`config.mk`:
```
export PLATFORM = sky130hd
export DESIGN_NAME = scache_fill_ctrl
export DESIGN_NICKNAME = d
export VERILOG_FILES = /design/src/rtl/scache_pkg.sv /design/src/rtl/scache_lookup.sv /design/src/rtl/scache_cb_queue.sv /design/src/rtl/scache_fill_ctrl.sv
export SDC_FILE = /design/constraint.sdc
export NUM_CORES = 1
export LEC_CHECK = 0
export BUFFER_PORTS_ARGS = -buffer_cell sky130_fd_sc_hd__buf_2
export CAP_MARGIN = 20
export CORE_UTILIZATION = 45
export DETAILED_ROUTE_END_ITERATION = 16
export PLACE_DENSITY = 0.6
export SYNTH_ARGS = -nofsm -noshare
export SYNTH_HDL_FRONTEND = slang
export SYNTH_HIERARCHICAL = 1
export SYNTH_SLANG_ARGS = --single-unit
```
`constraint.sdc`:
```
create_clock -name clk_i -period 3.25 [get_ports clk_i]
set_input_delay 0.325 -clock clk_i [delete_from_list [all_inputs] [get_ports clk_i]]
set_output_delay 0.325 -clock clk_i [all_outputs]
set_load 0.03 [all_outputs]
```
`src/rtl/scache_pkg.sv`:
```
package scache_pkg;
  typedef enum logic [1:0] {
    K_HIT     = 2'd0,
    K_TAGHIT  = 2'd1,
    K_TAGMISS = 2'd2
  } kind_e;
endpackage

```
`src/rtl/scache_lookup.sv`:
```
module scache_lookup #(
  parameter int TAG_W = 8
) (
  input  logic [1:0][TAG_W-1:0] set_tags_i,
  input  logic [1:0][1:0]       set_lv_i,    // [way][half]
  input  logic [TAG_W-1:0]      req_tag_i,
  input  logic                  req_half_i,
  input  logic                  ptr_i,
  output logic                  match_o,
  output logic                  match_way_o,
  output logic                  line_valid_o,
  output logic                  victim_o
);
  logic [1:0] way_live, way_hit;

  for (genvar w = 0; w < 2; w++) begin : g_way
    assign way_live[w] = |set_lv_i[w];
    assign way_hit[w]  = way_live[w] && (set_tags_i[w] == req_tag_i);
  end

  assign match_o      = |way_hit;
  assign match_way_o  = !way_hit[0];
  assign line_valid_o = set_lv_i[match_way_o][req_half_i];

  always_comb begin
    if (!way_live[0])      victim_o = 1'b0;
    else if (!way_live[1]) victim_o = 1'b1;
    else                   victim_o = ptr_i;
  end
endmodule

```
`src/rtl/scache_cb_queue.sv`:
```
module scache_cb_queue #(
  parameter int SET_W = 2,
  parameter int TAG_W = 8
) (
  input  logic             clk_i,
  input  logic             rst_ni,
  input  logic             load_i,
  input  logic [1:0]       mask_i,
  input  logic [SET_W-1:0] set_i,
  input  logic [TAG_W-1:0] tag_i,
  output logic             cb_valid_o,
  output logic [SET_W-1:0] cb_set_o,
  output logic [TAG_W-1:0] cb_tag_o,
  output logic             cb_half_o
);
  logic [1:0]       pend_q;
  logic [SET_W-1:0] set_q;
  logic [TAG_W-1:0] tag_q;

  always_ff @(posedge clk_i or negedge rst_ni) begin
    if (!rst_ni) begin
      pend_q <= '0;
      set_q  <= '0;
      tag_q  <= '0;
    end else if (load_i) begin
      pend_q <= mask_i;
      set_q  <= set_i;
      tag_q  <= tag_i;
    end else if (pend_q[0]) begin
      pend_q[0] <= 1'b0;
    end else begin
      pend_q[1] <= 1'b0;
    end
  end

  assign cb_valid_o = |pend_q;
  assign cb_half_o  = !pend_q[0];
  assign cb_set_o   = set_q;
  assign cb_tag_o   = tag_q;

  // each cycle without a load retires one pending line
  p_cb_drain_r8: assert property (@(posedge clk_i) disable iff (!rst_ni)
    (cb_valid_o && !load_i) |=> ($countones(pend_q) < $past($countones(pend_q))));
endmodule

```
`src/rtl/scache_fill_ctrl.sv`:
```
module scache_fill_ctrl
  import scache_pkg::*;
#(
  parameter int NUM_SETS = 4,
  parameter int TAG_W    = 8,
  localparam int SET_W   = $clog2(NUM_SETS)
) (
  input  logic             clk_i,
  input  logic             rst_ni,
  input  logic             req_valid_i,
  input  logic             req_write_i,
  input  logic [SET_W-1:0] req_set_i,
  input  logic [TAG_W-1:0] req_tag_i,
  input  logic             req_half_i,
  input  logic             fill_done_i,
  output logic             res_valid_o,
  output logic [1:0]       res_kind_o,
  output logic             res_way_o,
  output logic             busy_o,
  output logic             cb_valid_o,
  output logic [SET_W-1:0] cb_set_o,
  output logic [TAG_W-1:0] cb_tag_o,
  output logic             cb_half_o
);
  logic [NUM_SETS-1:0][1:0][TAG_W-1:0] tag_q;
  logic [NUM_SETS-1:0][1:0][1:0]       lv_q, md_q;   // [set][way][half]
  logic [NUM_SETS-1:0]                 ptr_q;

  logic             busy_q, res_valid_q, res_way_q, res_half_q;
  logic [SET_W-1:0] res_set_q;
  kind_e            res_kind_q;

  kind_e            pnd_kind_q;
  logic [SET_W-1:0] pnd_set_q;
  logic [TAG_W-1:0] pnd_tag_q;
  logic             pnd_way_q, pnd_half_q, pnd_write_q;

  logic  match, match_way, line_valid, victim, accept, commit, sel_way;
  kind_e kind;

  scache_lookup #(.TAG_W(TAG_W)) u_lookup (
    .set_tags_i  (tag_q[req_set_i]),
    .set_lv_i    (lv_q[req_set_i]),
    .req_tag_i   (req_tag_i),
    .req_half_i  (req_half_i),
    .ptr_i       (ptr_q[req_set_i]),
    .match_o     (match),
    .match_way_o (match_way),
    .line_valid_o(line_valid),
    .victim_o    (victim)
  );

  always_comb begin
    if (match && line_valid) kind = K_HIT;
    else if (match)          kind = K_TAGHIT;
    else                     kind = K_TAGMISS;
  end

  assign sel_way = match ? match_way : victim;
  assign accept  = req_valid_i && !busy_q;
  assign commit  = fill_done_i && busy_q;

  scache_cb_queue #(.SET_W(SET_W), .TAG_W(TAG_W)) u_cb (
    .clk_i     (clk_i),
    .rst_ni    (rst_ni),
    .load_i    (accept && (kind == K_TAGMISS)),
    .mask_i    (lv_q[req_set_i][victim] & md_q[req_set_i][victim]),
    .set_i     (req_set_i),
    .tag_i     (tag_q[req_set_i][victim]),
    .cb_valid_o(cb_valid_o),
    .cb_set_o  (cb_set_o),
    .cb_tag_o  (cb_tag_o),
    .cb_half_o (cb_half_o)
  );

  always_ff @(posedge clk_i or negedge rst_ni) begin
    if (!rst_ni) begin
      res_valid_q <= 1'b0;
      res_kind_q  <= K_HIT;
      res_way_q   <= 1'b0;
      res_set_q   <= '0;
      res_half_q  <= 1'b0;
    end else begin
      res_valid_q <= accept;
      if (accept) begin
        res_kind_q <= kind;
        res_way_q  <= sel_way;
        res_set_q  <= req_set_i;
        res_half_q <= req_half_i;
      end
    end
  end

  always_ff @(posedge clk_i or negedge rst_ni) begin
    if (!rst_ni) begin
      busy_q      <= 1'b0;
      pnd_kind_q  <= K_HIT;
      pnd_set_q   <= '0;
      pnd_tag_q   <= '0;
      pnd_way_q   <= 1'b0;
      pnd_half_q  <= 1'b0;
      pnd_write_q <= 1'b0;
    end else if (accept && kind != K_HIT) begin
      busy_q      <= 1'b1;
      pnd_kind_q  <= kind;
      pnd_set_q   <= req_set_i;
      pnd_tag_q   <= req_tag_i;
      pnd_way_q   <= sel_way;
      pnd_half_q  <= req_half_i;
      pnd_write_q <= req_write_i;
    end else if (commit) begin
      busy_q <= 1'b0;
    end
  end

  always_ff @(posedge clk_i or negedge rst_ni) begin
    if (!rst_ni) begin
      tag_q <= '0;
      lv_q  <= '0;
      md_q  <= '0;
      ptr_q <= '0;
    end else if (accept && kind == K_HIT) begin
      if (req_write_i) md_q[req_set_i][sel_way][req_half_i] <= 1'b1;
    end else if (commit) begin
      lv_q[pnd_set_q][pnd_way_q][pnd_half_q] <= 1'b1;
      md_q[pnd_set_q][pnd_way_q][pnd_half_q] <= pnd_write_q;
      if (pnd_kind_q == K_TAGMISS) begin
        tag_q[pnd_set_q][pnd_way_q]              <= pnd_tag_q;
        lv_q[pnd_set_q][pnd_way_q][!pnd_half_q]  <= 1'b0;
        md_q[pnd_set_q][pnd_way_q][!pnd_half_q]  <= 1'b0;
        ptr_q[pnd_set_q]                         <= !pnd_way_q;
      end
    end
  end

  assign res_valid_o = res_valid_q;
  assign res_kind_o  = res_kind_q;
  assign res_way_o   = res_way_q;
  assign busy_o      = busy_q;

  // a reported hit names a valid line
  p_hit_line_valid_r2: assert property (@(posedge clk_i) disable iff (!rst_ni)
    (res_valid_o && res_kind_o == K_HIT) |-> lv_q[res_set_q][res_way_q][res_half_q]);

  // a new sector leaves its sibling line invalid
  p_sibling_cleared_r5: assert property (@(posedge clk_i) disable iff (!rst_ni)
    (commit && pnd_kind_q == K_TAGMISS) |=>
      !lv_q[$past(pnd_set_q)][$past(pnd_way_q)][!$past(pnd_half_q)]);

  // pointers move only on a new-sector commit
  p_ptr_stable_r7: assert property (@(posedge clk_i) disable iff (!rst_ni)
    !(commit && pnd_kind_q == K_TAGMISS) |=> $stable(ptr_q));

  // no result while a fill is outstanding
  p_busy_hold_r9: assert property (@(posedge clk_i) disable iff (!rst_ni)
    (busy_o && !fill_done_i) |=> (busy_o && !res_valid_o));

  // a fill result always raises busy
  p_fill_sets_busy_r9: assert property (@(posedge clk_i) disable iff (!rst_ni)
    (res_valid_o && res_kind_o != K_HIT) |-> busy_o);
endmodule

```
**After elaboration in Yosys (flattened, before gate mapping)**

Index checks and enable logic that the tools add are counted.

- Register bits: 132
- Input bits: 16
- Output and inout bits: 17
- Logic and storage cells: 158

- $lt $le $gt $ge: 16
- Equality and inequality tests: 6
- Muxes and demuxes: 59
- Bitwise operators: 7
- Reductions and logical operators: 31

Operator list:

| operator | count |
|---|---|
| $mux W16 | 7 |
| $bwmux W64 | 1 |
| $and A16 B16 Y16 | 2 |
| $bmux W16 S2 | 1 |
| $demux W16 S2 | 1 |
| $or A16 B16 Y16 | 2 |
| $demux W4 S2 | 3 |
| $mux W2 | 12 |
| $mux W8 | 3 |
| $mux W4 | 5 |
| $bmux W4 S2 | 2 |
| $bwmux W16 | 1 |
| $eq A8 B8 Y1 | 2 |
| $not A16 Y16 | 1 |
| $logic_and A1 B1 Y1 | 15 |
| $lt A1 B2 Y1 const B | 7 |
| $mux W1 | 13 |
| $demux W8 S1 | 1 |
| $reduce_or A2 Y1 | 4 |
| $demux W2 S1 | 3 |
| $lt A2 B3 Y1 const B | 2 |
| $reduce_bool A2 Y1 | 3 |
| $ge A1 B1 Y1 const B | 5 |
| $logic_not A1 Y1 | 5 |
| other kinds (13) | 18 |

**Logic depth before layout (Yosys ltp)**

- Depth after elaboration: 15
- Depth in mapped cells: 14
- Depth with buffers taken out: 9

**Cells and area by module**

The synthesis kept the hierarchy.

By module, submodules not included:

| module | times used | cells each | area an instance (um^2) | seq. area each (um^2) |
|---|---|---|---|---|
| scache_fill_ctrl | 1 | 481 | 6065.8 | 3002.9 |
| scache_cb_queue | 1 | 29 | 480.5 | 300.3 |
| scache_lookup | 1 | 29 | 229.0 | 0.0 |

**Worst setup path after synthesis**

No wires, ideal clock.

- Path kind: input port to flip-flop
- Start point: input port req_set_i[0]
- End point: register md_q[8] (netlist bit)
- Setup time: 0.136 ns
- Arrival: 3.306 ns
- Required time: 3.114 ns
- Setup slack: -0.192 ns
- Cell stages on the path: 12
- Buffers on the path: 4
- Cells stage by stage: buf_2 buf_2 mux4_2 xor2_1 nor4_2 nand3_1 mux4_2 and4b_1 buf_2 a21oi_2 buf_2 a221oi_1

- Elaborated cells between the ends (all ways): 42
- Classes of those cells: order compare: 4; eq/ne: 3; mux: 21; bitwise: 1; reduce/logical: 13

RTL lines:

| element | line | text |
|---|---|---|
| from (decl) | scache_fill_ctrl.sv:12 | `input logic [SET_W-1:0] req_set_i,` |
| $bmux W16 S2 or $bmux W4 S2 (tied branches) | scache_fill_ctrl.sv:42, scache_fill_ctrl.sv:43 |  |
| $mux W16 (not written as such) or $mux W4 (tied branches) | scache_fill_ctrl.sv:42, scache_fill_ctrl.sv:43 |  |
| $eq A8 B8 Y1 or $reduce_or A2 Y1 (tied branches) | scache_lookup.sv:18, scache_lookup.sv:17 |  |
| $logic_and A1 B1 Y1 | scache_lookup.sv:18 | `assign way_hit[w] = way_live[w] && (set_tags_i[w] == req_tag_i);` |
| $mux W2 (not written as such) * (2 in series) | scache_lookup.sv:23 | `assign line_valid_o = set_lv_i[match_way_o][req_half_i];` |
| $mux W1 (not written as such) * (2 in series) | scache_lookup.sv:23 |  |
| net line_valid | scache_fill_ctrl.sv:38 | `logic match, match_way, line_valid, victim, accept, commit, sel_way;` |
| $logic_and A1 B1 Y1 * | scache_fill_ctrl.sv:54 | `if (match && line_valid) kind = K_HIT;` |
| $mux W2 * | scache_fill_ctrl.sv:54 |  |
| $logic_not A2 Y1 * | scache_fill_ctrl.sv:122 | `end else if (accept && kind == K_HIT) begin` |
| $logic_and A1 B1 Y1 * | scache_fill_ctrl.sv:122 |  |
| $ne A2 B2 Y1 (no line) or $reduce_bool A2 Y1 (tied branches) | n/a |  |
| $reduce_and A2 Y1 (no line) | n/a |  |
| to (signal, indexed assignment) | scache_fill_ctrl.sv:126 | `md_q[pnd_set_q][pnd_way_q][pnd_half_q] <= pnd_write_q;` |
| to (decl) | scache_fill_ctrl.sv:26 | `logic [NUM_SETS-1:0][1:0][1:0] lv_q, md_q;` |

The timed path passes the listed nets; every way through them passes the cells marked *. The select of a mux whose other input is x is not followed.
A chain may end at the register's enable or synchronous reset.

**Worst setup path after layout**

- Start point: register tag_q[32] (netlist bit)
- End point: register md_q[14] (netlist bit)

- Elaborated cells between the ends (all ways): 29
- Classes of those cells: order compare: 2; eq/ne: 2; mux: 15; bitwise: 1; reduce/logical: 9

RTL lines:

| element | line | text |
|---|---|---|
| from (decl) | scache_fill_ctrl.sv:25 | `logic [NUM_SETS-1:0][1:0][TAG_W-1:0] tag_q;` |
| from (signal, indexed assignment) | scache_fill_ctrl.sv:128 | `tag_q[pnd_set_q][pnd_way_q] <= pnd_tag_q;` |
| $bmux W16 S2 * | scache_fill_ctrl.sv:42 | `.set_tags_i (tag_q[req_set_i]),` |
| $mux W16 (not written as such) * | scache_fill_ctrl.sv:42 |  |
| $eq A8 B8 Y1 * | scache_lookup.sv:18 |  |
| $logic_and A1 B1 Y1 * | scache_lookup.sv:18 |  |
| $mux W2 (not written as such) * (2 in series) | scache_lookup.sv:23 |  |
| $mux W1 (not written as such) * (2 in series) | scache_lookup.sv:23 |  |
| net line_valid | scache_fill_ctrl.sv:38 |  |
| $logic_and A1 B1 Y1 * | scache_fill_ctrl.sv:54 |  |
| $mux W2 * | scache_fill_ctrl.sv:54 |  |
| $logic_not A2 Y1 * | scache_fill_ctrl.sv:122 |  |
| $logic_and A1 B1 Y1 * | scache_fill_ctrl.sv:122 |  |
| $ne A2 B2 Y1 (no line) or $reduce_bool A2 Y1 (tied branches) | n/a |  |
| $reduce_and A2 Y1 (no line) | n/a |  |

Marked as above.

==> impl_metrics.tcl <==
set metrics [dict create \
    dr_total_vias 4858 \
    pre_cts_ws_ps -91.8 \
    clkLatencyLatePin_ps 430 \
    irDropWorstVdd_mv 0.585 \
    worst_hold_path.num_cells 2 \
    global_route.usage.total_pct 24.2 \
    post_detailed_placement_cell_area_mm2 0.00734 \
    crit_path_frequent_cell "mux4_2" \
    layout.nets 605 \
    fin_crit_ps 3030 \
    synth.ff_latch_count 132 \
    cts_buffers 17 \
    grt_start_max_net_pins 77 \
    cts_setup_buffers 0 \
    r2r_slack_ps 220 \
    layout_cell_share_with_drive_strength_beyond_1_pct 38.7 \
    hold_path_class "in2reg" \
    crit_path_max_incr_delay_ps 560 \
    critical_path.startpoint_type "flop" \
    numClockSinks 132 \
    critPathCaptureType "flop" \
    p_per_area_mw_per_mm2 862 \
    worst_clock_skew_ps 10.3 \
    critical_path_class "reg2reg" \
    slew_violations 0 \
    synth_async_sr_flop_share_pct 100 \
    finish.utilization_pct 54.3 \
    setup_ws_ps 217 \
    cts.reportedPaths.clkPinSlew_ps 60 \
    routed_length_per_placed_instance_um 22.6 \
    layout-area-overhead-vs-synth_pct 17.0 \
    period_share_pct 93.3 \
    slowest_stage "or4_1" \
    yosys.area.top_type_share_pct 48.8 \
    core_area_mm2 0.0146 \
    htreeDepth 4 \
    synthCells 539 \
    synth.top_cells.by_area "dfrtp_1 49%, mux2_2 14%, mux4_2 7.3%" \
    place.gp.congestion 0.879 \
    tightest_slew_ps 820 \
    drt-initial-drc-count 427 \
    sequential_share_of_the_synthesized_area_pct 48.8 \
    antenna_found_initial 0 \
    slew_headroom_pct 45.3 \
    max_freq_mhz 330 \
    final_cell_area_mm2 0.00792 \
    reg2reg_depth 8 \
    detail-route-antenna-nets 0 \
    dieArea_mm2 0.0156 \
    cp_data_required_time_ps 3570 \
    synth-warning-count 6 \
    static-leakage-power_uw 0.00342 \
    post_drt_via_cell_ratio 6.18 \
    crit_path_cell_trace "mux4_2 -> xor2_1 -> nor4_2 -> nand3_1 -> mux4_2 -> nand4b_4 -> or4_1 -> a221oi_1" \
    status "finished, final reports clean" \
    floorplan.io_pins 33 \
    post_synth.cell_area_avg_um2 12.6 \
    synthFlopType "dfrtp_1" \
    diodes 0 \
    synth_enable_flop_cells 0 \
    hpwl_mm 12.1 \
    mappedNetlistNets 555 \
    path_max_fanout 3 \
    yosysUniqueCellTypes 62 \
    final_hold_viol_count 0 \
    cell_type_with_the_highest_aggregate_area_in_the_netlist "dfrtp_1" \
    grt_first_pass_wirelength_mm 28.5 \
    start_point_of_the_worst_min_delay_path "req_tag_i[0]" \
    dr.pass1.iters 5 \
    root_buffer "clkbuf_16" \
    fill_cell_count 1223 \
    initial_utilization_pct 46.4 \
    grt_remaining_overflow 0 \
    setup_viol 0 \
    r2r-start "tag_q[32]$_DFFE_PN0P_" \
    io_buffers 32 \
    netlist_area_mm2 0.00678 \
    grt_pass1_vias 4829 \
    rr_endpoint "md_q[14]$_DFFE_PN0P_" \
    clockBufferDepth 2 \
    floorplan.die.width_um 125 \
    detail_route.wirelength_mm 17.7 \
    clock_tree_from_tritoncts "yes" \
    die_h_um 125 \
    min_to "pnd_tag_q[0]$_DFFE_PN0P_" \
    cap_viol_max_count 0 \
    row_count 44 \
    rsz0062_at_grt "no" \
    route.detailed.drc 0 \
    arrival_ps 3350 \
]
-- layer usage --
metal	wire length [um]	global-route usage [%]	up-vias
met5	0	0	-
met4	282	7.65	0
met3	965	4.81	24
li1	-	-	2170
met1	8120	34.7	2498
met2	8370	36.8	166
-- metrics by stage --
stage / setup TNS, ps / instances / hold WS (ps) / power, uW
2_1_floorplan: 0 / 539 / 29.4 / 4210
3_3_place_gp: -111 / 753 / 409 / 4920
3_5_place_dp: -1380 / 753 / 424 / 4980
4_1_cts: 0 / 786 / 184 / 6850
5_1_grt: 0 / 786 / 191 / 7200
6_report: 0 / 786 / 197 / 6830
-- cell families (layout without fill, tap and decap cells) --
family | count (synthesis) | after routing | share of synthesized area (%)
flops | 132 | 132 | 48.8
mux | 119 | 119 | 23.8
simple gates | 112 | 112 | 11.0
compound gates | 97 | 97 | 10.2
buf+inv | 63 | 126 | 4.21
xor+xnor | 16 | 16 | 2.07
-- flip-flops by register name, summed over array words and instances (netlist names), 4 cells and up --
register,flops
lv_q,16
tag_q,64
ptr_q,4
u_cb/cb_tag_o,8
md_q,16
pnd_tag_q,8
-- cell usage in the layout, fill, tap and decap left out, types with 4 or more instances in the layout --
cell type | netlist | routed
a21o_1 | 4 | 4
a221oi_1 | 16 | 16
a31oi_1 | 33 | 33
buf_12 | 0 | 6
buf_2 | 18 | 31
buf_4 | 1 | 32
clkbuf_16 | 0 | 17
clkinv_4 | 0 | 6
dfrtp_1 | 132 | 132
inv_1 | 23 | 23
mux2_2 | 87 | 87
mux2_4 | 8 | 8
mux4_2 | 22 | 22
nand2_1 | 13 | 13
nand2b_1 | 7 | 7
nand3_1 | 12 | 12
nand3b_1 | 5 | 5
nand4_1 | 13 | 13
nand4b_1 | 10 | 10
nor2_1 | 13 | 12
nor2b_1 | 8 | 8
o21ai_0 | 9 | 9
o22ai_1 | 10 | 10
o32ai_1 | 7 | 7
xor2_1 | 13 | 13
-- critical path, delay by kind of cell, from the launching register on --
kind / cells / cell delay, ps
xor gates and xnor gates: 1 / 180
AOI/OAI and AO/OA: 1 / 260
muxes: 2 / 910
DFF: 1 / 390
and+or+nand+nor: 4 / 1190
-- how the worst max path moves through the flow --
| stage | from | end |
|---|---|---|
| finish | tag_q[32]$_DFFE_PN0P_ | md_q[14]$_DFFE_PN0P_ |
| global route | tag_q[60]$_DFFE_PN0P_ | md_q[6]$_DFFE_PN0P_ |
| CTS | tag_q[50]$_DFFE_PN0P_ | md_q[14]$_DFFE_PN0P_ |
| detailed placement | req_set_i[0] | md_q[2]$_DFFE_PN0P_ |
| global placement | req_set_i[0] | md_q[14]$_DFFE_PN0P_ |
| floorplan | req_set_i[0] | md_q[12]$_DFFE_PN0P_ |
-- report_power, final --
group          leakage, uW  internal, uW  switching [uW]  total (uW)
clock             0.000272          1080             758        1840
combinational      0.00145          1130            1140        2260
sequential         0.00170          2240             486        2720
total              0.00342          4450            2380        6830
-- area by class of cell --
cell class                 instances  area [um2]  area share, %
clock buffer                      20         447           5.64
clock inverter                    12         124           1.56
inverter                          23        86.3           1.09
multi-input combinational        344        3200           40.3
sequential                       132        3300           41.7
tap                              184         230           2.91
timing repair buffer              71         537           6.77
-- synthesized netlist by cell type (2+ instances only) --
cell / number
clkbuf_1: 16
and4_1: 2
a31oi_1: 33
buf_1: 2
nor2_1: 13
xor2_1: 13
nand4b_1: 10
nor2b_1: 8
nand2b_1: 7
a221oi_1: 16
mux2_2: 87
o2bb2ai_1: 2
a32o_1: 2
mux2i_1: 2
or4_1: 2
mux4_2: 22
nor3_2: 2
o22ai_1: 10
xnor2_1: 3
o21ai_0: 9
and2_1: 3
a21oi_1: 3
buf_2: 18
o32ai_1: 7
nand2_1: 13
mux2_4: 8
buf_6: 3
a21o_1: 4
nand4_1: 13
dfrtp_1: 132
nand3_2: 2
and4b_1: 2
or3b_2: 2
nand3_1: 12
o211ai_1: 2
nand3b_1: 5
inv_1: 23
or2_2: 2
-- timing repair --
item | in CTS | in global routing
hold endpoints to repair | 75 | 0
resized for setup | 0 | 0
hold buffers | 1 | 0
(Power assumes the default switching activity.)
